File: config.mk
export PLATFORM = sky130hd
export DESIGN_NAME = sleep_wake_ctrl
export DESIGN_NICKNAME = d
export VERILOG_FILES = /design/src/rtl/sleep_wake_pkg.sv /design/src/rtl/swc_wake_gate.sv /design/src/rtl/swc_entry_arb.sv /design/src/rtl/swc_fsm.sv /design/src/rtl/sleep_wake_ctrl.sv
export SDC_FILE = /design/constraint.sdc
export NUM_CORES = 1
export LEC_CHECK = 0
export CAP_MARGIN = 5
export CELL_PAD_IN_SITES_DETAIL_PLACEMENT = 1
export CELL_PAD_IN_SITES_GLOBAL_PLACEMENT = 1
export CORE_MARGIN = 4
export CORE_UTILIZATION = 19
export CTS_CLUSTER_SIZE = 14
export DETAILED_ROUTE_END_ITERATION = 12
export PLACE_DENSITY = 0.82
export SLEW_MARGIN = 20
export SYNTH_ARGS = -nofsm -noshare
export SYNTH_HDL_FRONTEND = slang
export SYNTH_SLANG_ARGS = --single-unit
File: constraint.sdc
create_clock -name clk -period 3.4 [get_ports clk]
set_clock_uncertainty 0.2 [all_clocks]
set_input_delay 0.68 -clock clk [delete_from_list [all_inputs] [get_ports clk]]
set_output_delay 0.68 -clock clk [all_outputs]
set_load 0.005 [all_outputs]
File: src/rtl/sleep_wake_pkg.sv
package sleep_wake_pkg;

    localparam int SRC_W    = 4;
    localparam int SRC_PIN  = 0;
    localparam int SRC_RST  = 1;
    localparam int SRC_GPIO = 2;
    localparam int SRC_RTC  = 3;

    typedef enum logic [1:0] {
        ST_RUN  = 2'd0,
        ST_HIB  = 2'd1,
        ST_WAKE = 2'd2
    } pwr_state_t;

    typedef struct packed {
        logic block_entry;
        logic block_wake;
    } veto_cfg_t;

    function automatic logic low_batt_veto(input logic enable, input logic low);
        return enable & low;
    endfunction

endpackage

File: src/rtl/swc_wake_gate.sv
module swc_wake_gate
    import sleep_wake_pkg::*;
#(
    parameter int GPIO_W = 4
) (
    input  logic [SRC_W-1:0]  src_en,
    input  logic [GPIO_W-1:0] gpio_en,
    input  logic              wake_pin,
    input  logic              reset_pin,
    input  logic [GPIO_W-1:0] gpio_in,
    input  logic              rtc_match,
    output logic [SRC_W-1:0]  hits,
    output logic              wake_any
);

    logic [GPIO_W-1:0] gpio_hit;
    logic [SRC_W-1:0]  raw;

    for (genvar g = 0; g < GPIO_W; g++) begin : g_gpio
        assign gpio_hit[g] = gpio_in[g] & gpio_en[g];
    end

    always_comb begin
        raw           = '0;
        raw[SRC_PIN]  = wake_pin;
        raw[SRC_RST]  = reset_pin;
        raw[SRC_GPIO] = |gpio_hit;
        raw[SRC_RTC]  = rtc_match;
    end

    assign hits     = raw & src_en;
    assign wake_any = |hits;

    // a GPIO hit needs a line that is both active and enabled
    always_comb begin
        if (hits[SRC_GPIO]) begin
            p_gpio_line_r6: assert ((gpio_in & gpio_en) != '0);
        end
    end

endmodule

File: src/rtl/swc_entry_arb.sv
module swc_entry_arb
    import sleep_wake_pkg::*;
(
    input  logic      clk,
    input  logic      rst,
    input  logic      in_run,
    input  logic      req_set,
    input  logic      main_pwr_ok,
    input  logic      batt_ok,
    input  logic      batt_low,
    input  veto_cfg_t veto,
    output logic      req_q,
    output logic      enter_go
);

    logic power_lost;
    logic blocked;

    assign power_lost = !main_pwr_ok && batt_ok;
    assign blocked    = low_batt_veto(veto.block_entry, batt_low);
    assign enter_go   = in_run && (req_q || power_lost) && !blocked;

    always_ff @(posedge clk) begin
        if (rst) begin
            req_q <= 1'b0;
        end else if (enter_go) begin
            req_q <= 1'b0;
        end else if (req_set && in_run) begin
            req_q <= 1'b1;
        end
    end

    // outside run a clear request stays clear
    p_req_ignored_r11: assert property (@(posedge clk) disable iff (rst)
        (!in_run && !req_q) |=> !req_q);

endmodule

File: src/rtl/swc_fsm.sv
module swc_fsm
    import sleep_wake_pkg::*;
(
    input  logic             clk,
    input  logic             rst,
    input  logic             enter_go,
    input  logic             wake_any,
    input  logic [SRC_W-1:0] hits,
    input  logic             batt_low,
    input  veto_cfg_t        veto,
    input  logic             main_pwr_ok,
    input  logic             cause_clr,
    output pwr_state_t       state,
    output logic [SRC_W-1:0] cause
);

    pwr_state_t state_nx;
    logic       wake_go;

    assign wake_go = (state == ST_HIB) && wake_any
                     && !low_batt_veto(veto.block_wake, batt_low);

    always_comb begin
        state_nx = state;
        case (state)
            ST_RUN:  if (enter_go)    state_nx = ST_HIB;
            ST_HIB:  if (wake_go)     state_nx = ST_WAKE;
            ST_WAKE: if (main_pwr_ok) state_nx = ST_RUN;
            default:                  state_nx = ST_RUN;
        endcase
    end

    always_ff @(posedge clk) begin
        if (rst) begin
            state <= ST_RUN;
            cause <= '0;
        end else begin
            state <= state_nx;
            cause <= (cause_clr ? '0 : cause) | (wake_go ? hits : '0);
        end
    end

    // no enabled source means hibernate holds
    p_stay_hib_r5: assert property (@(posedge clk) disable iff (rst)
        (state == ST_HIB && !wake_any) |=> state == ST_HIB);

    // low-battery wake veto keeps hibernate
    p_wake_veto_r8: assert property (@(posedge clk) disable iff (rst)
        (state == ST_HIB && veto.block_wake && batt_low) |=> state == ST_HIB);

    // power good in waking returns to run
    p_waking_exit_r10: assert property (@(posedge clk) disable iff (rst)
        (state == ST_WAKE && main_pwr_ok) |=> state == ST_RUN);

    // cause cannot move outside hibernate unless cleared
    p_cause_hold_r9: assert property (@(posedge clk) disable iff (rst)
        (state != ST_HIB && !cause_clr) |=> $stable(cause));

endmodule

File: src/rtl/sleep_wake_ctrl.sv
module sleep_wake_ctrl
    import sleep_wake_pkg::*;
#(
    parameter int GPIO_W = 4
) (
    input  logic              clk,
    input  logic              rst,
    input  logic              req_set,
    input  logic              main_pwr_ok,
    input  logic              batt_ok,
    input  logic              batt_low,
    input  logic              block_entry_low,
    input  logic              block_wake_low,
    input  logic [SRC_W-1:0]  wake_en,
    input  logic [GPIO_W-1:0] gpio_wake_en,
    input  logic              wake_pin,
    input  logic              reset_pin,
    input  logic [GPIO_W-1:0] gpio_in,
    input  logic              rtc_match,
    input  logic              cause_clr,
    output logic              regulator_off,
    output logic [1:0]        pwr_state,
    output logic              req_pending,
    output logic [SRC_W-1:0]  wake_cause
);

    veto_cfg_t        veto;
    pwr_state_t       state;
    logic [SRC_W-1:0] hits;
    logic             wake_any;
    logic             enter_go;

    assign veto.block_entry = block_entry_low;
    assign veto.block_wake  = block_wake_low;

    swc_wake_gate #(.GPIO_W(GPIO_W)) u_gate (
        .src_en   (wake_en),
        .gpio_en  (gpio_wake_en),
        .wake_pin (wake_pin),
        .reset_pin(reset_pin),
        .gpio_in  (gpio_in),
        .rtc_match(rtc_match),
        .hits     (hits),
        .wake_any (wake_any)
    );

    swc_entry_arb u_entry (
        .clk        (clk),
        .rst        (rst),
        .in_run     (state == ST_RUN),
        .req_set    (req_set),
        .main_pwr_ok(main_pwr_ok),
        .batt_ok    (batt_ok),
        .batt_low   (batt_low),
        .veto       (veto),
        .req_q      (req_pending),
        .enter_go   (enter_go)
    );

    swc_fsm u_fsm (
        .clk        (clk),
        .rst        (rst),
        .enter_go   (enter_go),
        .wake_any   (wake_any),
        .hits       (hits),
        .batt_low   (batt_low),
        .veto       (veto),
        .main_pwr_ok(main_pwr_ok),
        .cause_clr  (cause_clr),
        .state      (state),
        .cause      (wake_cause)
    );

    assign pwr_state     = state;
    assign regulator_off = (state == ST_HIB);

    // power loss on battery enters hibernate unless vetoed
    p_power_loss_r3: assert property (@(posedge clk) disable iff (rst)
        (state == ST_RUN && !main_pwr_ok && batt_ok
         && !(block_entry_low && batt_low)) |=> state == ST_HIB);

    // entry veto keeps run
    p_entry_veto_r7: assert property (@(posedge clk) disable iff (rst)
        (state == ST_RUN && block_entry_low && batt_low) |=> state == ST_RUN);

    // request is gone once hibernate is reached
    p_req_cleared_r2: assert property (@(posedge clk) disable iff (rst)
        (state == ST_HIB && $past(state) == ST_RUN) |-> !req_pending);

endmodule

# ---- Word-level counts from Yosys, hierarchy flattened
# Cells that the tools add are included.
dict set report op_classes {
  n_eq_ne 5
  n_mux 6
  n_bitwise 8
  n_reduce_logical 15
}
# operator count
set op_table {}
lappend op_table {{4-bit 2-to-1 mux} 2}
lappend op_table {{4-bit OR reduction} 2}
lappend op_table {{1-bit AND} 6}
lappend op_table {{1-bit logical AND} 6}
lappend op_table {{2-bit 2-to-1 mux} 3}
lappend op_table {{2-bit one-hot mux with 3 select lines} 1}
lappend op_table {{4-bit AND} 1}
lappend op_table {{2-bit != test (second input constant)} 2}
lappend op_table {{4-bit bitwise OR} 1}
lappend op_table {{1-bit logical NOT} 3}
lappend op_table {{3-bit AND reduction} 1}
lappend op_table {{2-bit by 1-bit equality test with 1-bit output (second input constant)} 1}
lappend op_table {{2-bit equality test (second input constant)} 1}
lappend op_table {{2-bit logical NOT} 1}
lappend op_table {{2-bit by 1-bit != test with 1-bit output (second input constant)} 1}
lappend op_table {{2-bit OR reduction} 1}
lappend op_table {{1-bit logical OR} 1}
dict set report word_totals {
  regBits 7
  inputBits 24
  out_inout_bits 8
  wordCells 37
}

# ---- Depth between registers and ports, before layout
dict set report logic_depth {
  ltp_word 8
  ltp_mapped 4
  mapped_depth_nobuf 4
}

# ---- Cells and area by module
# From an unflattened synthesis, not the netlist that was laid out.
dict set report unflattened {
  cells_unflattened 36
  hier_area_um2 380.4
}
# module n_inst cells_each area_each_um2 seq_area_each_um2
set by_module_without_submodules {}
lappend by_module_without_submodules {swc_fsm 1 21 250.2 120.1}
lappend by_module_without_submodules {swc_wake_gate 1 7 62.6 0.0}
lappend by_module_without_submodules {swc_entry_arb 1 6 55.1 20.0}
lappend by_module_without_submodules {sleep_wake_ctrl 1 2 12.5 0.0}

# ---- Least setup slack after synthesis
# OpenSTA, ideal clock, no wires.
dict set report synth_path {
  path_kind {input-to-reg}
  startpoint {input port batt_ok}
  endpoint {register u_fsm.state[1]}
  setup_ns 0.079
  arrival_time_ns 1.522
  t_required_ns 3.121
  setup_slack_ns 1.599
  path_stages 4
  path_buffers 0
  path_cell_list {nor2b_1 -> o211a_1 -> or3_1 -> a211oi_2}
}
dict set report synth_between {
  elab_chain_cells 6
}
# element line
set synth_rtl {}
lappend synth_rtl {{start, declared} sleep_wake_ctrl.sv:10} ;# input logic batt_ok,
lappend synth_rtl {{1-bit logical AND} swc_entry_arb.sv:19} ;# assign power_lost = !main_pwr_ok && batt_ok;
lappend synth_rtl {{1-bit logical OR} swc_entry_arb.sv:21} ;# assign enter_go = in_run && (req_q || power_lost) && !blocked;
lappend synth_rtl {{1-bit logical AND (2 in a row)} swc_entry_arb.sv:21}
lappend synth_rtl {{2-bit != test (no line)} --}
lappend synth_rtl {{3-bit AND reduction (no line)} --}
lappend synth_rtl {{end signal, assigned} swc_fsm.sv:38} ;# state <= state_nx;
lappend synth_rtl {{end, declared} swc_fsm.sv:13} ;# output pwr_state_t state,
# No other way between the ends.
# A chain may end at the register's enable or synchronous reset.

# ---- Worst setup path in the final report
dict set report layout_path {
  startpoint {register u_fsm.state[0]}
  endpoint {output port regulator_off}
}
dict set report layout_between {
  elab_chain_cells 1
}
# element line
set layout_rtl {}
lappend layout_rtl {{2-bit by 1-bit equality test with 1-bit output} sleep_wake_ctrl.sv:75} ;# assign regulator_off = (state == ST_HIB);
lappend layout_rtl {{end, declared} sleep_wake_ctrl.sv:21} ;# output logic regulator_off,
# No other way between the ends.

==> summary.md <==
| Metric | Value |
|---|---|
| CTS Buf Count | 3 |
| Post-cts sizing count | 0 |
| Total grt overflow | 0 |
| Yosys Warn Count | 0 |
| Number of DRC markers in iteration 0 | 3 |
| Worst-Margin Slew | 0.2878 ns |
| Remaining antenna violation count | 0 |
| Max_cap viols | 0 |
| Crit path max-delay family | buffers and inverters |
| R2r setup slk | 1.94 ns |
| Post-route clock period utilization | between 60% and 70% |
| All-Layer GR Usage | approximately 10% |
| H-tree Lvls | 1 |
| Reg clk slew, reported paths | 0.05 ns |
| Final Util | 43.66% |
| Hold Path Sink | u_fsm.cause[1] |
| DRT Wirelength | between 1 and 1.5 mm |
| Most common cell after layout, fill and taps aside | clkdlybuf4s50_1 |
| Vias per cell | 4.826 |
| Post-layout min period | 2.196 ns |
| Postcts setup bufs | 0 |
| Root Driver | clkbuf_4 |
| Worst-Skew Late Latency | 0.25 ns |
| Power per cell area | 374.8 nW/µm² |
| Slowest stage delay, CP | 0.50 ns |
| DIE HEIGHT | 49.30 µm |
| Area delta synth->final | 110.0% |
| Number of diodes | 0 |
| Setup crit start kind | flop |
| Antenna violations before repair | 0 |
| CP Buf/Inv Count | 1 |
| R2R depth | 4 |
| Setup total negative slack | 0 ns |
| Post-route insts no fill | 86 |
| Worst setup EP type | output port |
| Initial cell density of the core | between 20% and 30% |
| Leak | 0.2663 nW |
| Final Hold Viols | 0 |
| CTS tree | done |
| Dpl cells | just over 80 |
| Outcome | completed |
| Hold-fix buffers at CTS | 0 |
| Setup violators final | 0 |
| Layout Nets | 95 |
| DRC | 0 |
| Syn nets | 59 |
| Largest net degree at the start of global routing | 8 |
| Final Max Tran Viols | 0 |
| RSZ-0062 raised after global routing | false |
| Cell area after synthesis | 324.1 µm² |
| First-pass GRT wire length | 1.945 mm |
| Io pins | 32 |
| Vias in the first global route | between 400 and 500 |
| DP HPWL | 987.1 µm |
| GP Congestion | between 0.7 and 0.8 |
| Pre-antenna DRT Iters | 4 |
| CP max stage cell | clkdlybuf4s50_1 |
| Die Wd | between 40 and 50 µm |
| Fmax | 455.4 MHz |
| CTS max path bufs | 2 |
| Standard-cell row count | 14 |
| Hold_sp | u_fsm.cause[1] |
| Share of cells above drive strength 1 | 7.143% |
| Routed len/inst | 13.47 µm |
| Core area | 1559 µm² |
| Worst vdd ir | 160.5 µV |
| Yosys reg bits | 7 |
| Required @ worst endpoint | 2.52 ns |
| Hold depth | 2 |
| Cells after synthesis | 35 |
| DIE AREA | 2430 µm² |
| Worst-path cell chain | and2b_1, clkdlybuf4s50_1 |
| WHS | 0.2949 ns |
| DR vias | a little over 400 |
| Clk sinks | 7 |
| Slew Limit Headroom | 80.75% |
| Min-Delay Path Class | reg2reg |
| Post-synthesis cell type count | 17 |
| Post-synthesis sequential area ratio | between 40% and 50% |
| Critical path type | reg2out |
| R2R Path Start | u_fsm.state[0] |
| PortBufs | 31 |
| Maximum net fanout on the critical path | 6 |
| Syn avg cell area | about 9.3 µm² |
| Most frequent cells in the layout | clkdlybuf4s50_1 (31), dfxtp_1 (7), nor2_1 (6) |
| Arr. time, crit path | 1.32 ns |
| Worst flop-to-flop path endpoint | u_fsm.state[1] |
-- power breakdown --
part | total [mW] | switching [mW] | leakage [nW] | internal (mW)
registers | 0.0968 | 0.00717 | 0.0570 | 0.0897
clock network | 0.0751 | 0.0303 | 0.0150 | 0.0448
logic | 0.0831 | 0.0280 | 0.194 | 0.0552
total | 0.255 | 0.0655 | 0.266 | 0.190
-- worst min-delay path, delay by kind of cell, from the launching register on --
kind,cells,cell delay [ns]
and+or+nand+nor,1,0.07
AOI/OAI and AO/OA,1,0.06
DFF,1,0.32
-- Yosys cell counts --
cell	n	share of area [%]
a22oi_1	3	6.9
nor2_1	6	6.9
nand2_1	1	1.2
a21boi_0	1	2.3
a21oi_1	1	1.5
or3_1	1	1.9
a211oi_2	1	3.9
dfxtp_1	7	43
inv_1	2	2.3
a21boi_2	1	3.5
o211a_1	2	6.2
nor3_1	2	3.1
o21ai_1	1	1.5
a222oi_1	1	3.1
and2b_1	1	2.3
nor2b_1	1	1.9
a32oi_1	3	8.1
-- flip-flops by register name, indices dropped and copies added (netlist names) --
signal         count
u_entry.req_q      1
u_fsm.cause        4
u_fsm.state        2
-- logic make-up after synthesis --
logic type	after synthesis	share of synthesized area (%)
flops	7	43.24
buf+inv	2	2.317
compound gates	14	37.06
simple gates	12	17.38
-- how the worst max path moves through the flow --
stage | end | from | slack [ns] | depth (start not counted)
floorplan | u_fsm.state[1] | batt_ok | 1.60 | 4
global placement | u_fsm.state[1] | main_pwr_ok | 1.17 | 5
detailed placement | u_fsm.state[1] | batt_ok | 1.11 | 5
CTS | regulator_off | u_fsm.state[0] | 1.18 | 2
global route | regulator_off | u_fsm.state[0] | 1.14 | 2
finish | regulator_off | u_fsm.state[0] | 1.20 | 2
-- stage by stage --
stage                     area (µm²)  setup WS [ns]  power (mW)
after CTS                      680.7          1.183      0.2611
after global routing           680.7          1.135      0.2731
after global placement         654.4          1.167      0.1816
after floorplan                324.1          1.599      0.1281
after detailed placement       654.4          1.113      0.1823
final                          680.7          1.204      0.2551
-- cell type report --
type	count	area, µm²
Fill cell	188	878.3
Timing Repair Buffer	31	310.3
Multi-Input combinational cell	26	176.4
Sequential cell	7	140.1
Clock buffer	4	26.28
Tap cell	16	20.02
Inverter	2	7.507
-- per-layer routing --
layer  GRT usage (%)  wire, µm
met1           11.72       511
met2           15.85       491
met3           5.505       155
met4           4.265         0
met5               0         0
(Power assumes the default switching activity.)
